File: src/rtl/lp_sleep_pkg.sv
package lp_sleep_pkg;
  localparam int CTL_W   = 8;
  localparam int SEL_BIT = 7;
  localparam int N_EN    = 5;

  typedef enum logic [1:0] {
    ST_RUN     = 2'b00,
    ST_SLEEP   = 2'b01,
    ST_DEEP    = 2'b10,
    ST_STANDBY = 2'b11
  } lp_state_e;

  typedef struct packed {
    logic cpu;
    logic dma;
    logic tmr;
    logic ser;
    logic pwr;
  } lp_en_t;

  function automatic lp_state_e pick_depth(input logic stby_bit, input logic deep_bit);
    if (stby_bit)      return ST_STANDBY;
    else if (deep_bit) return ST_DEEP;
    else               return ST_SLEEP;
  endfunction

  function automatic lp_en_t enables_for(input lp_state_e s);
    lp_en_t e;
    e = '{cpu: 1'b1, dma: 1'b1, tmr: 1'b1, ser: 1'b1, pwr: 1'b1};
    case (s)
      ST_SLEEP:   e.cpu = 1'b0;
      ST_DEEP:    begin e.cpu = 1'b0; e.dma = 1'b0; end
      ST_STANDBY: begin e.cpu = 1'b0; e.tmr = 1'b0; e.ser = 1'b0; e.pwr = 1'b0; end
      default:    ;
    endcase
    return e;
  endfunction
endpackage

File: src/rtl/lp_depth_sel.sv
module lp_depth_sel
  import lp_sleep_pkg::*;
#(
  parameter int W   = CTL_W,
  parameter int BIT = SEL_BIT
)(
  input  logic [W-1:0] stby_val,
  input  logic [W-1:0] deep_val,
  output lp_state_e    target
);
  always_comb target = pick_depth(stby_val[BIT], deep_val[BIT]);
endmodule

File: src/rtl/lp_state_fsm.sv
module lp_state_fsm
  import lp_sleep_pkg::*;
(
  input  logic      clk,
  input  logic      rst_n,
  input  logic      sleep_req,
  input  logic      irq_pend,
  input  lp_state_e target,
  output lp_state_e state,
  output logic      go_sleep,
  output logic      go_wake
);
  lp_state_e nxt;
  logic asleep;

  assign asleep   = (state != ST_RUN);
  assign go_sleep = !asleep && sleep_req;
  assign go_wake  = asleep && irq_pend;

  always_comb begin
    nxt = state;
    if (go_sleep)     nxt = target;
    else if (go_wake) nxt = ST_RUN;
  end

  always_ff @(posedge clk or negedge rst_n) begin
    if (!rst_n) state <= ST_RUN;
    else        state <= nxt;
  end
endmodule

File: src/rtl/lp_enable_reg.sv
module lp_enable_reg
  import lp_sleep_pkg::*;
(
  input  logic      clk,
  input  logic      rst_n,
  input  lp_state_e next_state,
  output lp_en_t    en
);
  always_ff @(posedge clk or negedge rst_n) begin
    if (!rst_n) en <= '{cpu: 1'b1, dma: 1'b1, tmr: 1'b1, ser: 1'b1, pwr: 1'b1};
    else        en <= enables_for(next_state);
  end
endmodule

File: src/rtl/lp_sleep_ctrl.sv
module lp_sleep_ctrl
  import lp_sleep_pkg::*;
(
  input  logic             clk,
  input  logic             rst_n,
  input  logic             sleep_req,
  input  logic [CTL_W-1:0] standby_ctl,
  input  logic [CTL_W-1:0] deep_ctl,
  input  logic             irq_pend,
  output logic [1:0]       state_o,
  output logic             cpu_run,
  output logic             dma_run,
  output logic             tmr_run,
  output logic             ser_run,
  output logic             pwr_run
);
  lp_state_e target;
  lp_state_e state;
  lp_state_e next_state;
  lp_en_t    en;
  logic      go_sleep;
  logic      go_wake;

  lp_depth_sel #(.W(CTL_W), .BIT(SEL_BIT)) u_sel (
    .stby_val(standby_ctl), .deep_val(deep_ctl), .target(target));

  lp_state_fsm u_fsm (
    .clk(clk), .rst_n(rst_n), .sleep_req(sleep_req), .irq_pend(irq_pend),
    .target(target), .state(state), .go_sleep(go_sleep), .go_wake(go_wake));

  always_comb begin
    next_state = state;
    if (go_sleep)     next_state = target;
    else if (go_wake) next_state = ST_RUN;
  end

  lp_enable_reg u_en (
    .clk(clk), .rst_n(rst_n), .next_state(next_state), .en(en));

  assign state_o = state;
  assign cpu_run = en.cpu;
  assign dma_run = en.dma;
  assign tmr_run = en.tmr;
  assign ser_run = en.ser;
  assign pwr_run = en.pwr;
endmodule

File: config.mk
export PLATFORM = sky130hd
export DESIGN_NAME = lp_sleep_ctrl
export DESIGN_NICKNAME = d
export VERILOG_FILES = /design/src/rtl/lp_sleep_pkg.sv /design/src/rtl/lp_depth_sel.sv /design/src/rtl/lp_state_fsm.sv /design/src/rtl/lp_enable_reg.sv /design/src/rtl/lp_sleep_ctrl.sv
export SDC_FILE = /design/constraint.sdc
export NUM_CORES = 1
export LEC_CHECK = 0
export BUFFER_PORTS_ARGS = -buffer_cell sky130_fd_sc_hd__buf_2
export CAP_MARGIN = 20
export CORE_AREA = 2 2 39 41
export CTS_CLUSTER_DIAMETER = 150
export DETAILED_ROUTE_END_ITERATION = 8
export DIE_AREA = 0 0 41 43
export SLEW_MARGIN = 0
export SYNTH_ARGS = -nofsm -noshare
export SYNTH_HDL_FRONTEND = slang
export SYNTH_SLANG_ARGS = --single-unit
File: constraint.sdc
create_clock -name clk -period 0.96 [get_ports clk]
set_input_delay 0.048 -clock clk [delete_from_list [all_inputs] [get_ports clk]]
set_output_delay 0.048 -clock clk [all_outputs]
set_load 0.02 [all_outputs]
# After elaboration in Yosys (flattened, before gate mapping)
# Index checks and enable logic that the tools add are counted.
# totals
in_bits	20
output_inout_bits	7
word_cells	21
reg_bits	7
# classes
reduce_logical	5
eq_ne	3
muxes	7
# ops
op	n
2-to-1 mux 2 bit	4
== test 2 bit, second input constant	2
2-to-1 mux 3 bit	1
OR reduction 3 bit	1
== test 2 x 1 -> 1 bit, second input constant	1
logical AND 1 bit	2
2-to-1 mux 1 bit	2
nonzero test 2 bit	1
logical NOT 1 bit	1

# Logic depth before layout (Yosys ltp)
# Gate-level depths: netlist of run 1.
# logic_depth
ltp_word	7
ltp_mapped	2
ltp_nobuf	2

# Hierarchy
# From an unflattened synthesis of run 1, not the netlist that was laid out.
# hier_totals
cells_unflattened	24
area_unflattened_um2	245.2
# by_module_without_submodules
mod	n_inst	area_each_um2	cells_each	seq_area_each_um2
lp_enable_reg	1	107.6	8	78.8
lp_state_fsm	1	91.3	8	50.0
lp_sleep_ctrl	1	33.8	6	0.0
lp_depth_sel	1	12.5	2	0.0

# Least setup slack after synthesis of run 1
# OpenSTA, ideal clock, no wires.
# synth_path
path_kind	flip-flop to flip-flop
from	reg u_fsm.state[1]
to	reg, netlist name u_en.en[4]
path_stages_with_launch	3
n_path_buf	0
setup_slack_ns	-0.135
setup_time_ns	0.077
t_required_ns	0.883
t_arrival_ns	1.017
period_less_slack_ns	1.095
path_cell_list	dfrtp_1 -> or3b_4 -> o21a_1
# synth_between
elab_chain_len	7
elab_cells_between_ends	11
cone_classes	eq/ne (3); mux (3); reduce/logical (5)
# synth_rtl
element	line_no	source
start, declared	lp_state_fsm.sv:9	output lp_state_e state,
start signal, assigned	lp_state_fsm.sv:28	else state <= nxt;
nonzero test 2 bit	lp_state_fsm.sv:16	assign asleep = (state != ST_RUN);
logical AND 1 bit / logical NOT 1 bit (equally long branches)	lp_state_fsm.sv:18, lp_state_fsm.sv:17	
2-to-1 mux 2 bit / logical AND 1 bit (equally long branches)	n/a	
2-to-1 mux 2 bit *	n/a	
== test 2 x 1 -> 1 bit / == test 2 bit (equally long branches)	lp_sleep_pkg.sv:30	case (s)
OR reduction 3 bit (no line) *	n/a	
2-to-1 mux 1 bit *	lp_sleep_pkg.sv:30	
# Every way passes the cells marked *; elsewhere a longest branch is shown, timed or not.

# Final worst setup path of run 1
# layout_path
from	reg u_fsm.state[1]
to	reg, netlist name u_en.en[4]
# layout_between
elab_chain_len	7
elab_cells_between_ends	11
cone_classes	eq/ne (3); mux (3); reduce/logical (5)
# layout_rtl
element	line_no
nonzero test 2 bit	lp_state_fsm.sv:16
logical AND 1 bit / logical NOT 1 bit (equally long branches)	lp_state_fsm.sv:18, lp_state_fsm.sv:17
2-to-1 mux 2 bit / logical AND 1 bit (equally long branches)	n/a
2-to-1 mux 2 bit *	n/a
== test 2 x 1 -> 1 bit / == test 2 bit (equally long branches)	lp_sleep_pkg.sv:30
OR reduction 3 bit (no line) *	n/a
2-to-1 mux 1 bit *	lp_sleep_pkg.sv:30
# Marked as above.

==> reports/qor.csv, run 1 <==
stage,metric,value,unit
critical_path,Crit path largest cell delay,0.42,ns
logic_synthesis,Yosys cell types,13,
drt,routed via count,226,
sta,post-route minimum period,1.02,ns
critical_path,flop2flop setup slack,-0.06,ns
critical_path,crit path kind,reg2reg,
power,Peak supply drop,0.000445,V
sta,period utilization,1.06,
clock_network,Clock Sinks,5,
drt,first-iteration detailed-routing DRC count,0,
sta,setup TNS,-0.234,ns
cells_and_area,fill count,151,
die,Starting Density,0.181,
critical_path,CP cell instances,"or3b_4, o21a_1",
logic_synthesis,mapped cell area,250,um2
global_route,largest net degree at the start of global routing,6,
power,Leakage,0.194,nW
power,switching part of the total,0.325,
sta,Finish-stage setup viols,9,
sta,RSZ-0062 raised after global routing,true,
sta,Max Transition Viols Final,0,
run_status,failing checks,negative setup slack,
critical_path,endpoint class of the critical path,flop,
critical_path,Required @ worst endpoint,1.13,ns
sta,Worst Slack Setup Final,-0.0592,ns
logic_synthesis,synth warn,0,
die,die width,41,um
place,IO Port Bufs,12,
power,sequential share of power,0.327,
flow_run,max-cap viol count,0,
clock_network,H-tree levels,1,
cells_and_area,NumNets Final,60,
clock_network,clock root cell,clkbuf_4,
place,placed cells,49,
power,Pint,0.661,mW
sta,Fin Clk Skew,0.00468,ns
hold_path,Hold Crit Class,in2reg,
drt,final antenna-violating net count,0,
hold_path,hold path depth,2,
power,NetSw,0.319,mW
logic_synthesis,Syn Inst Count,21,
global_route,overall global routing resource usage,0.0865,
clock_network,cts bufs inserted,3,
cells_and_area,final core utilization,0.310,
cells_and_area,Post-Layout Cell Count,55,
cells_and_area,Layout area overhead,71.5,%
global_route,GRT Residual Overflow,0,
die,core area,1380,um2
global_route,first-pass GRT wire length,841,um
logic_synthesis,synthesized net count,41,
clock_network,Worst-path clk slew,0.05,ns
clock_network,CTS Buffer Depth,2,
die,DIE AREA,1760,um2
clock_network,"Clk Latency, worst-skew pair",0.24,ns
cells_and_area,Diodes inserted,0,
drt,average wire per standard cell,10.2,um
sta,worst rel slew slack,0.901,
die,Core Rows,14,
critical_path,R2R cell count,2,
power,Clk pwr share,0.243,
critical_path,critical path peak fanout,4,
logic_synthesis,syn_area_per_cell,11.9,um2
global_route,vias in the first global route,213,
power,cell area power density,2280,nW/um2
place,GPL Wtd Cong,0.644,
cells_and_area,layout cells sized above 1,0.744,
place,DP HPWL,381,um
die,Die Y,43,um
global_route,initial antenna violation count,0,
critical_path,Crit-path slowest cell,dfrtp_2,
power,logic gate share of total power,0.431,
critical_path,CP arrival,1.19,ns
critical_path,Startpoint Class,flop,
logic_synthesis,sequential-to-total area share from yosys stat,0.515,
sta,max frequency,981,MHz
clock_network,CTS tree,done,
drt,Pre-antenna DRT Iters,1,
drt,vias per inst,4.11,
drt,# DRC,0,
drt,Post-Route WL,562,um
sta,final hold vios,0,
run_status,status,"complete, but fails checks",
logic_synthesis,"FF+latch count, synth",5,
sta,Slew @ Worst Pin,0.148,ns
die,I/O Pins,27,
[cell usage in the layout (no fill, tap or decap), drive strengths merged]
cell / instances
clkbuf: 3
nor2: 2
clkinv: 1
or3b: 1
inv: 2
and3b: 1
o22ai: 2
dlygate4sd3: 1
o21ai: 1
dfstp: 3
and4bb: 1
o21a: 1
buf: 15
nor2b: 2
dfrtp: 2
a41oi: 1
[power groups by stage]
stage               logic, mW  registers [mW]  clock network [mW]
floorplan               0.135           0.383                   0
global placement        0.312           0.311                   0
detailed placement      0.309           0.313                   0
CTS                     0.390           0.312               0.247
global route            0.455           0.327               0.274
finish                  0.422           0.320               0.238
[sequential cells by signal, summed over array words and instances (netlist names)]
| signal | cells |
|---|---|
| u_en.en | 3 |
| u_fsm.state | 2 |
[routing by layer]
metal	vias to the layer above	wire (um)	GRT usage
met5	-	0	0
met4	0	36	0.120
met3	4	36	0.0471
met1	102	173	0.0583
met2	9	317	0.128
li1	111	-	-
[stage by stage]
stage / area [um2] / hold slack (ns) / total power [mW] / setup WS [ns]
CTS: 413 / 0.0252 / 0.950 / -0.0500
global route: 429 / 0.0174 / 1.06 / -0.104
detailed placement: 333 / -0.134 / 0.622 / -0.0451
global placement: 333 / -0.137 / 0.624 / -0.0478
finish: 429 / 0.0363 / 0.980 / -0.0592
floorplan: 253 / -0.248 / 0.518 / -0.0924
[kinds of logic after synthesis]
family	Yosys count	share of synthesized area
buffers and inverters	4	0.0900
AO/OA/AOI/OAI	5	0.185
AND/OR/NAND/NOR	7	0.210
flip-flops	5	0.515
[final timing paths]
path                           startpoint        endpoint
hold / removal             standby_ctl[7]      u_en.en[0]
max in group asynchronous           rst_n      u_en.en[4]
min in group asynchronous           rst_n  u_fsm.state[1]
setup reg to reg           u_fsm.state[1]      u_en.en[4]
hold reg to reg            u_fsm.state[0]  u_fsm.state[1]
setup / recovery           u_fsm.state[1]      u_en.en[4]
[synth_stat cells]
cell type | n | area share
o21ai_0 | 1 | 0.020
dfrtp_1 | 2 | 0.20
a41oi_1 | 1 | 0.035
o22ai_2 | 2 | 0.10
or3b_4 | 1 | 0.045
and3b_1 | 1 | 0.035
and4bb_2 | 1 | 0.050
buf_4 | 2 | 0.060
inv_1 | 2 | 0.030
dfstp_2 | 3 | 0.32
nor2_1 | 2 | 0.030
nor2b_1 | 2 | 0.050
o21a_1 | 1 | 0.030
[final cells by class]
cell class	count	area, um2	share of cell area
Sequential cell	5	131	0.306
Timing Repair Buffer	16	136	0.318
Tap cell	16	20.0	0.0466
Multi-Input combinational cell	12	106	0.248
Clock buffer	3	22.5	0.0525
Clock inverter	1	5.00	0.0117
Inverter	2	7.51	0.0175
[repair_timing]
action / CTS / global route
hold buffers: 1 / 0
gates resized for setup: 11 / 5
setup endpoints to repair: 10 / 12
hold endpoints to repair: 5 / 0
buffers inserted: 1 / 0
pin swaps: 0 / 1
[critical path, delay by kind of cell, from the launching register on]
kind | cells | cell delay, ns
AND/OR/NAND/NOR | 1 | 0.40
AO/OA/AOI/OAI | 1 | 0.12
flip-flops | 1 | 0.42
(Power assumes the default switching activity.)
==> inputs of run 2 (changes only) <==
BUFFER_PORTS_ARGS = -buffer_cell sky130_fd_sc_hd__buf_4   (was -buffer_cell sky130_fd_sc_hd__buf_2)
==> reports/qor.csv, run 2 (synthesis results as in run 1) <==
stage,metric,value,unit,change
critical_path,Crit path largest cell delay,0.41,ns,about the same
critical_path,endpoint class of the critical path,flop,,
place,IO Port Bufs,12,,unchanged
die,DIE AREA,1760,um2,unchanged
sta,RSZ-0062 raised after global routing,true,,
sta,final hold vios,0,,unchanged
power,Pwr Total,0.973,mW,-0.73%
sta,Worst Slack Setup Final,-0.0430,ns,+0.0162 ns
hold_path,Hold Crit Class,in2reg,,
power,cell area power density,2230,nW/um2,-2.4%
critical_path,critical path peak fanout,3,,-1
sta,period utilization,1.04,,-0.0168
die,I/O Pins,27,,unchanged
critical_path,crit path kind,reg2reg,,
drt,first-iteration detailed-routing DRC count,3,,+3
run_status,status,"complete, but fails checks",,
sta,max frequency,997,MHz,+1.6%
critical_path,CP cell instances,"or3b_4, o21a_1",,
global_route,initial antenna violation count,0,,unchanged
place,placed cells,51,,+4.1%
sta,worst rel slew slack,0.873,,-0.0278
critical_path,Crit-path slowest cell,dfrtp_2,,
sta,Fin Clk Skew,0.00263,ns,-0.00205 ns
drt,# DRC,0,,unchanged
global_route,largest net degree at the start of global routing,6,,unchanged
cells_and_area,Multi-input gate area,103,um2,-3.5%
flow_run,max-cap viol count,0,,unchanged
clock_network,CTS Buffer Depth,2,,unchanged
cells_and_area,highest-count cells in the layout ignoring fill and taps,"buf_4 (11), buf_6 (5), clkbuf_4 (3), dfstp_2 (3)",,
die,Starting Density,0.181,,unchanged
critical_path,Required @ worst endpoint,1.12,ns,about the same
die,Die Y,43,um,unchanged
critical_path,worst path bufs/invs,0,,unchanged
cells_and_area,layout cells sized above 1,0.725,,-0.0186
clock_network,"Clk Latency, worst-skew pair",0.23,ns,about the same
drt,Post-Route WL,517,um,-8.0%
global_route,GRT Residual Overflow,0,,unchanged
power,Peak supply drop,0.000529,V,+19%
clock_network,postcts setup bufs,0,,-1
critical_path,flop2flop setup slack,-0.04,ns,+0.02 ns
power,Leakage,0.199,nW,+2.4%
cells_and_area,Reg area,131,um2,unchanged
cells_and_area,top flop regs,"u_en.en: 3 flops, u_fsm.state: 2 flops",,
global_route,gr busiest metal,met2,,
drt,Pre-antenna DRT Iters,2,,+1
place,GPL Wtd Cong,0.633,,-1.7%
drt,final antenna-violating net count,0,,unchanged
cells_and_area,fill count,146,,-3.3%
global_route,GR Util met1,0.0619,,+0.00364
cells_and_area,Reg with most FFs,u_en.en,,
clock_network,clock root cell,clkbuf_4,,
cells_and_area,Post-Layout Cell Count,56,,+1.8%
drt,average wire per standard cell,9.23,um,-9.6%
cells_and_area,NumNets Final,61,,+1.7%
run_status,failing checks,negative setup slack,,
critical_path,CP arrival,1.16,ns,-0.03 ns
global_route,met2 Usage GRT,0.128,,unchanged
clock_network,CTS tree,done,,
clock_network,H-tree levels,1,,unchanged
global_route,GR Util met3,0.0314,,-0.0157
global_route,overall global routing resource usage,0.0756,,-0.0109
clock_network,cts bufs inserted,3,,unchanged
die,core area,1380,um2,unchanged
critical_path,Startpoint Class,flop,,
global_route,first-pass GRT wire length,834,um,-0.83%
drt,vias per inst,3.98,,-3.1%
critical_path,crit-path leading delay family,flip-flops,,
global_route,vias in the first global route,219,,+2.8%
sta,Slew @ Worst Pin,0.187,ns,+0.0392 ns
cells_and_area,max reg flops,3,,unchanged
clock_network,Clock Sinks,5,,unchanged
cells_and_area,"commonest non-fill, non-tap cell in the layout",buf_4,,
die,Core Rows,14,,unchanged
place,Place WS,-0.0347,ns,+0.0105 ns
clock_network,Worst-path clk slew,0.04,ns,about the same
cells_and_area,Diodes inserted,0,,unchanged
die,die width,41,um,unchanged
cells_and_area,Layout area overhead,74.5,%,
sta,Finish-stage setup viols,4,,-5
drt,routed via count,223,,-1.3%
sta,Max Transition Viols Final,0,,unchanged
sta,post-route minimum period,1.00,ns,-0.0162 ns
run 2: final timing paths:
kind	depth (start not counted)	to	from
min in group asynchronous	2	u_fsm.state[1]	rst_n
min	2	u_en.en[0]	sleep_req
min reg2reg	2	u_fsm.state[0]	u_fsm.state[0]
max reg2reg	2	u_en.en[4]	u_fsm.state[1]
max	2	u_en.en[4]	u_fsm.state[1]
max in group asynchronous	2	u_en.en[3]	rst_n
run 2: layout make-up:
class / count / share of cell area
timing repair buffer: 17 / 0.341
sequential: 5 / 0.301
multi-input combinational: 12 / 0.235
clock buffer: 4 / 0.0602
tap: 16 / 0.0458
inverter: 2 / 0.0172
run 2: worst reg2reg max path: stages, from the launching register on:
cell and delay [ns]:
dfrtp_2 0.41, or3b_4 0.40, o21a_1 0.12
run 2: per-stage QoR:
stage / setup TNS (ns) / area (um2) / hold WS [ns] / utilization
6_report: -0.130 / 437 / 0.0312 / 0.316
5_1_grt: -0.436 / 437 / 0.0244 / 0.316
4_1_cts: -0.196 / 422 / 0.0273 / 0.305
3_5_place_dp: -0.119 / 378 / -0.151 / 0.273
3_3_place_gp: -0.0993 / 378 / -0.149 / 0.273
2_1_floorplan: -0.238 / 253 / -0.248 / -
run 2: repair_timing:
action | CTS | global route
resized for setup | 3 | 4
endpoints found under the hold margin | 5 | 0
endpoints found under the setup margin | 7 | 10
hold buffers | 1 | 0
run 2: report_power, final:
part	internal (mW)	total (mW)	switching, mW
Sequential	0.282	0.311	0.0289
Combinational	0.232	0.430	0.198
Clock	0.156	0.231	0.0750
run 2: layer usage:
metal	share of wire	vias to the layer above	wire length (um)
met5	0	-	0
met4	0	0	0
met3	0.070	0	36
met2	0.57	7	295
met1	0.36	107	186
li1	-	109	-
==> inputs of run 3 (changes only) <==
CTS_BUF_LIST = sky130_fd_sc_hd__clkbuf_8   (was default)
==> reports/qor.csv, run 3 (synthesis results as in run 1) <==
stage,metric,value,unit,change
run_status,status,"complete, but fails checks",,
run_status,failing checks,negative setup slack,,
critical_path,crit path kind,reg2reg,,
critical_path,CP cell instances,"or3b_4, o21a_1",,
sta,Max Transition Viols Final,0,,unchanged
drt,# DRC,0,,unchanged
critical_path,worst reg2reg endpoint,u_en.en[4],,
flow_run,max-cap viol count,0,,unchanged
sta,post-route minimum period,1.00,ns,-0.00225 ns
clock_network,H-tree levels,1,,unchanged
drt,vias per inst,4.00,,+0.45%
hold_path,hold path start,standby_ctl[7],,
global_route,overall global routing resource usage,0.0696,,-0.00605
sta,RSZ-0062 raised after global routing,true,,
sta,worst rel slew slack,0.875,,+0.00154
sta,Fin Clk Skew,0.00232,ns,-0.000310 ns
power,Peak supply drop,0.000558,V,+5.4%
global_route,GRT Residual Overflow,0,,unchanged
cells_and_area,top flop regs,"u_en.en: 3 flops, u_fsm.state: 2 flops",,
sta,final hold vios,0,,unchanged
cells_and_area,Diodes inserted,0,,unchanged
die,core area,1380,um2,unchanged
global_route,vias in the first global route,216,,-1.4%
clock_network,clock root cell,clkbuf_8,,
die,die width,41,um,unchanged
drt,final antenna-violating net count,0,,unchanged
drt,average wire per standard cell,8.89,um,-3.7%
sta,period utilization,1.04,,-0.00234
cells_and_area,highest-count cells in the layout ignoring fill and taps,"buf_4 (12), buf_6 (4), inv_1 (3), clkbuf_8 (3), dfstp_2 (3)",,
sta,Worst Slack Setup Final,-0.0408,ns,+0.00225 ns
drt,routed via count,224,,+0.45%
power,Leakage,0.209,nW,+5.2%
sta,Slew @ Worst Pin,0.185,ns,-0.00228 ns
hold_path,Hold Crit Class,in2reg,,
drt,Pre-antenna DRT Iters,2,,unchanged
power,Pwr Total,1.09,mW,+12%
cells_and_area,fill count,143,,-2.1%
global_route,largest net degree at the start of global routing,6,,unchanged
drt,Post-Route WL,498,um,-3.7%
die,Starting Density,0.181,,unchanged
cells_and_area,Multi-input gate area,103,um2,unchanged
sta,Finish-stage setup viols,4,,unchanged
critical_path,Worst R2R Start,u_fsm.state[1],,
sta,max frequency,999,MHz,+0.22%
clock_network,Clock Sinks,5,,unchanged
die,Core Rows,14,,unchanged
critical_path,Required @ worst endpoint,1.10,ns,-0.02 ns
power,cell area power density,2420,nW/um2,+8.7%
clock_network,cts bufs inserted,3,,unchanged
drt,first-iteration detailed-routing DRC count,4,,+1
clock_network,Worst-path clk slew,0.03,ns,about the same
die,Die Y,43,um,unchanged
cells_and_area,"commonest non-fill, non-tap cell in the layout",buf_4,,
hold_path,worst hold path endpoint,u_en.en[0],,
critical_path,Crit. Startpoint,u_fsm.state[1],,
cells_and_area,NumNets Final,61,,unchanged
cells_and_area,Layout area overhead,80.5,%,
clock_network,CTS Buffer Depth,2,,unchanged
clock_network,"Clk Latency, worst-skew pair",0.21,ns,-0.02 ns
critical_path,CP arrival,1.14,ns,-0.02 ns
place,IO Port Bufs,12,,unchanged
cells_and_area,Reg with most FFs,u_en.en,,
die,DIE AREA,1760,um2,unchanged
critical_path,Startpoint Class,flop,,
cells_and_area,max reg flops,3,,unchanged
sta,hold slack,0.0500,ns,+0.0187 ns
clock_network,postcts setup bufs,0,,unchanged
place,GPL Wtd Cong,0.633,,unchanged
die,I/O Pins,27,,unchanged
critical_path,R2R cell count,2,,unchanged
global_route,first-pass GRT wire length,800,um,-4.1%
hold_path,hold path depth,2,,unchanged
global_route,initial antenna violation count,0,,unchanged
critical_path,Crit path largest cell delay,0.41,ns,about the same
cells_and_area,Reg area,131,um2,unchanged
critical_path,critical path peak fanout,3,,unchanged
critical_path,Crit-path slowest cell,dfrtp_2,,
cells_and_area,layout cells sized above 1,0.725,,unchanged
critical_path,endpoint class of the critical path,flop,,
clock_network,CTS tree,done,,
critical_path,flop2flop setup slack,-0.04,ns,about the same
## run 3: layout make-up
| class | count | share of cell area |
|---|---|---|
| flip-flops and latches | 5 | 0.291 |
| clock buffers | 3 | 0.0914 |
| inverters | 2 | 0.0166 |
| well taps | 16 | 0.0443 |
| multi-input cells | 12 | 0.227 |
| clock inverters | 1 | 0.00831 |
| repair buffers | 17 | 0.321 |
## run 3: metrics by stage
| stage | TNS (ns) | utilization | area, um2 | setup WS [ns] | std cells |
|---|---|---|---|---|---|
| 6_report | -0.118 | 0.326 | 452 | -0.0408 | 56 |
| 5_1_grt | -0.291 | 0.326 | 452 | -0.0727 | 56 |
| 3_5_place_dp | -0.119 | 0.273 | 378 | -0.0347 | 51 |
| 2_1_floorplan | -0.238 | - | 253 | -0.0924 | 21 |
| 3_3_place_gp | -0.0993 | 0.273 | 378 | -0.0329 | 51 |
| 4_1_cts | -0.157 | 0.316 | 437 | -0.0430 | 56 |
## run 3: how the worst max path moves through the flow
stage	to	cells past startpoint	slack, ns
detailed placement	u_fsm.state[1]	2	-0.03
global placement	u_en.en[4]	2	-0.03
CTS	u_fsm.state[1]	2	-0.04
floorplan	u_en.en[4]	2	-0.09
finish	u_en.en[4]	2	-0.04
global route	u_fsm.state[1]	2	-0.07
## run 3: worst max-delay path: cells and delay by family, from the launching register on
kind	cells	cell delay, ns
AOI/OAI and AO/OA	1	0.12
DFF	1	0.41
and+or+nand+nor	1	0.40
## run 3: repair_timing
action	CTS	global route
hold buffers	1	0
setup endpoints to repair	6	9
endpoints found under the hold margin	5	0
resized for setup	2	4
## run 3: power by group
group	switching (mW)	internal, mW
sequential	0.0268	0.283
clock	0.0861	0.273
combinational	0.198	0.228
total	0.311	0.783
## run 3: layer usage
metal	global-route usage	part of all wire	routed length, um	vias up
met5	0	0	0	-
met1	0.0619	0.35	175	106
met4	0.0400	0.010	5	0
met2	0.119	0.55	272	7
li1	-	-	-	109
met3	0.0314	0.088	44	2
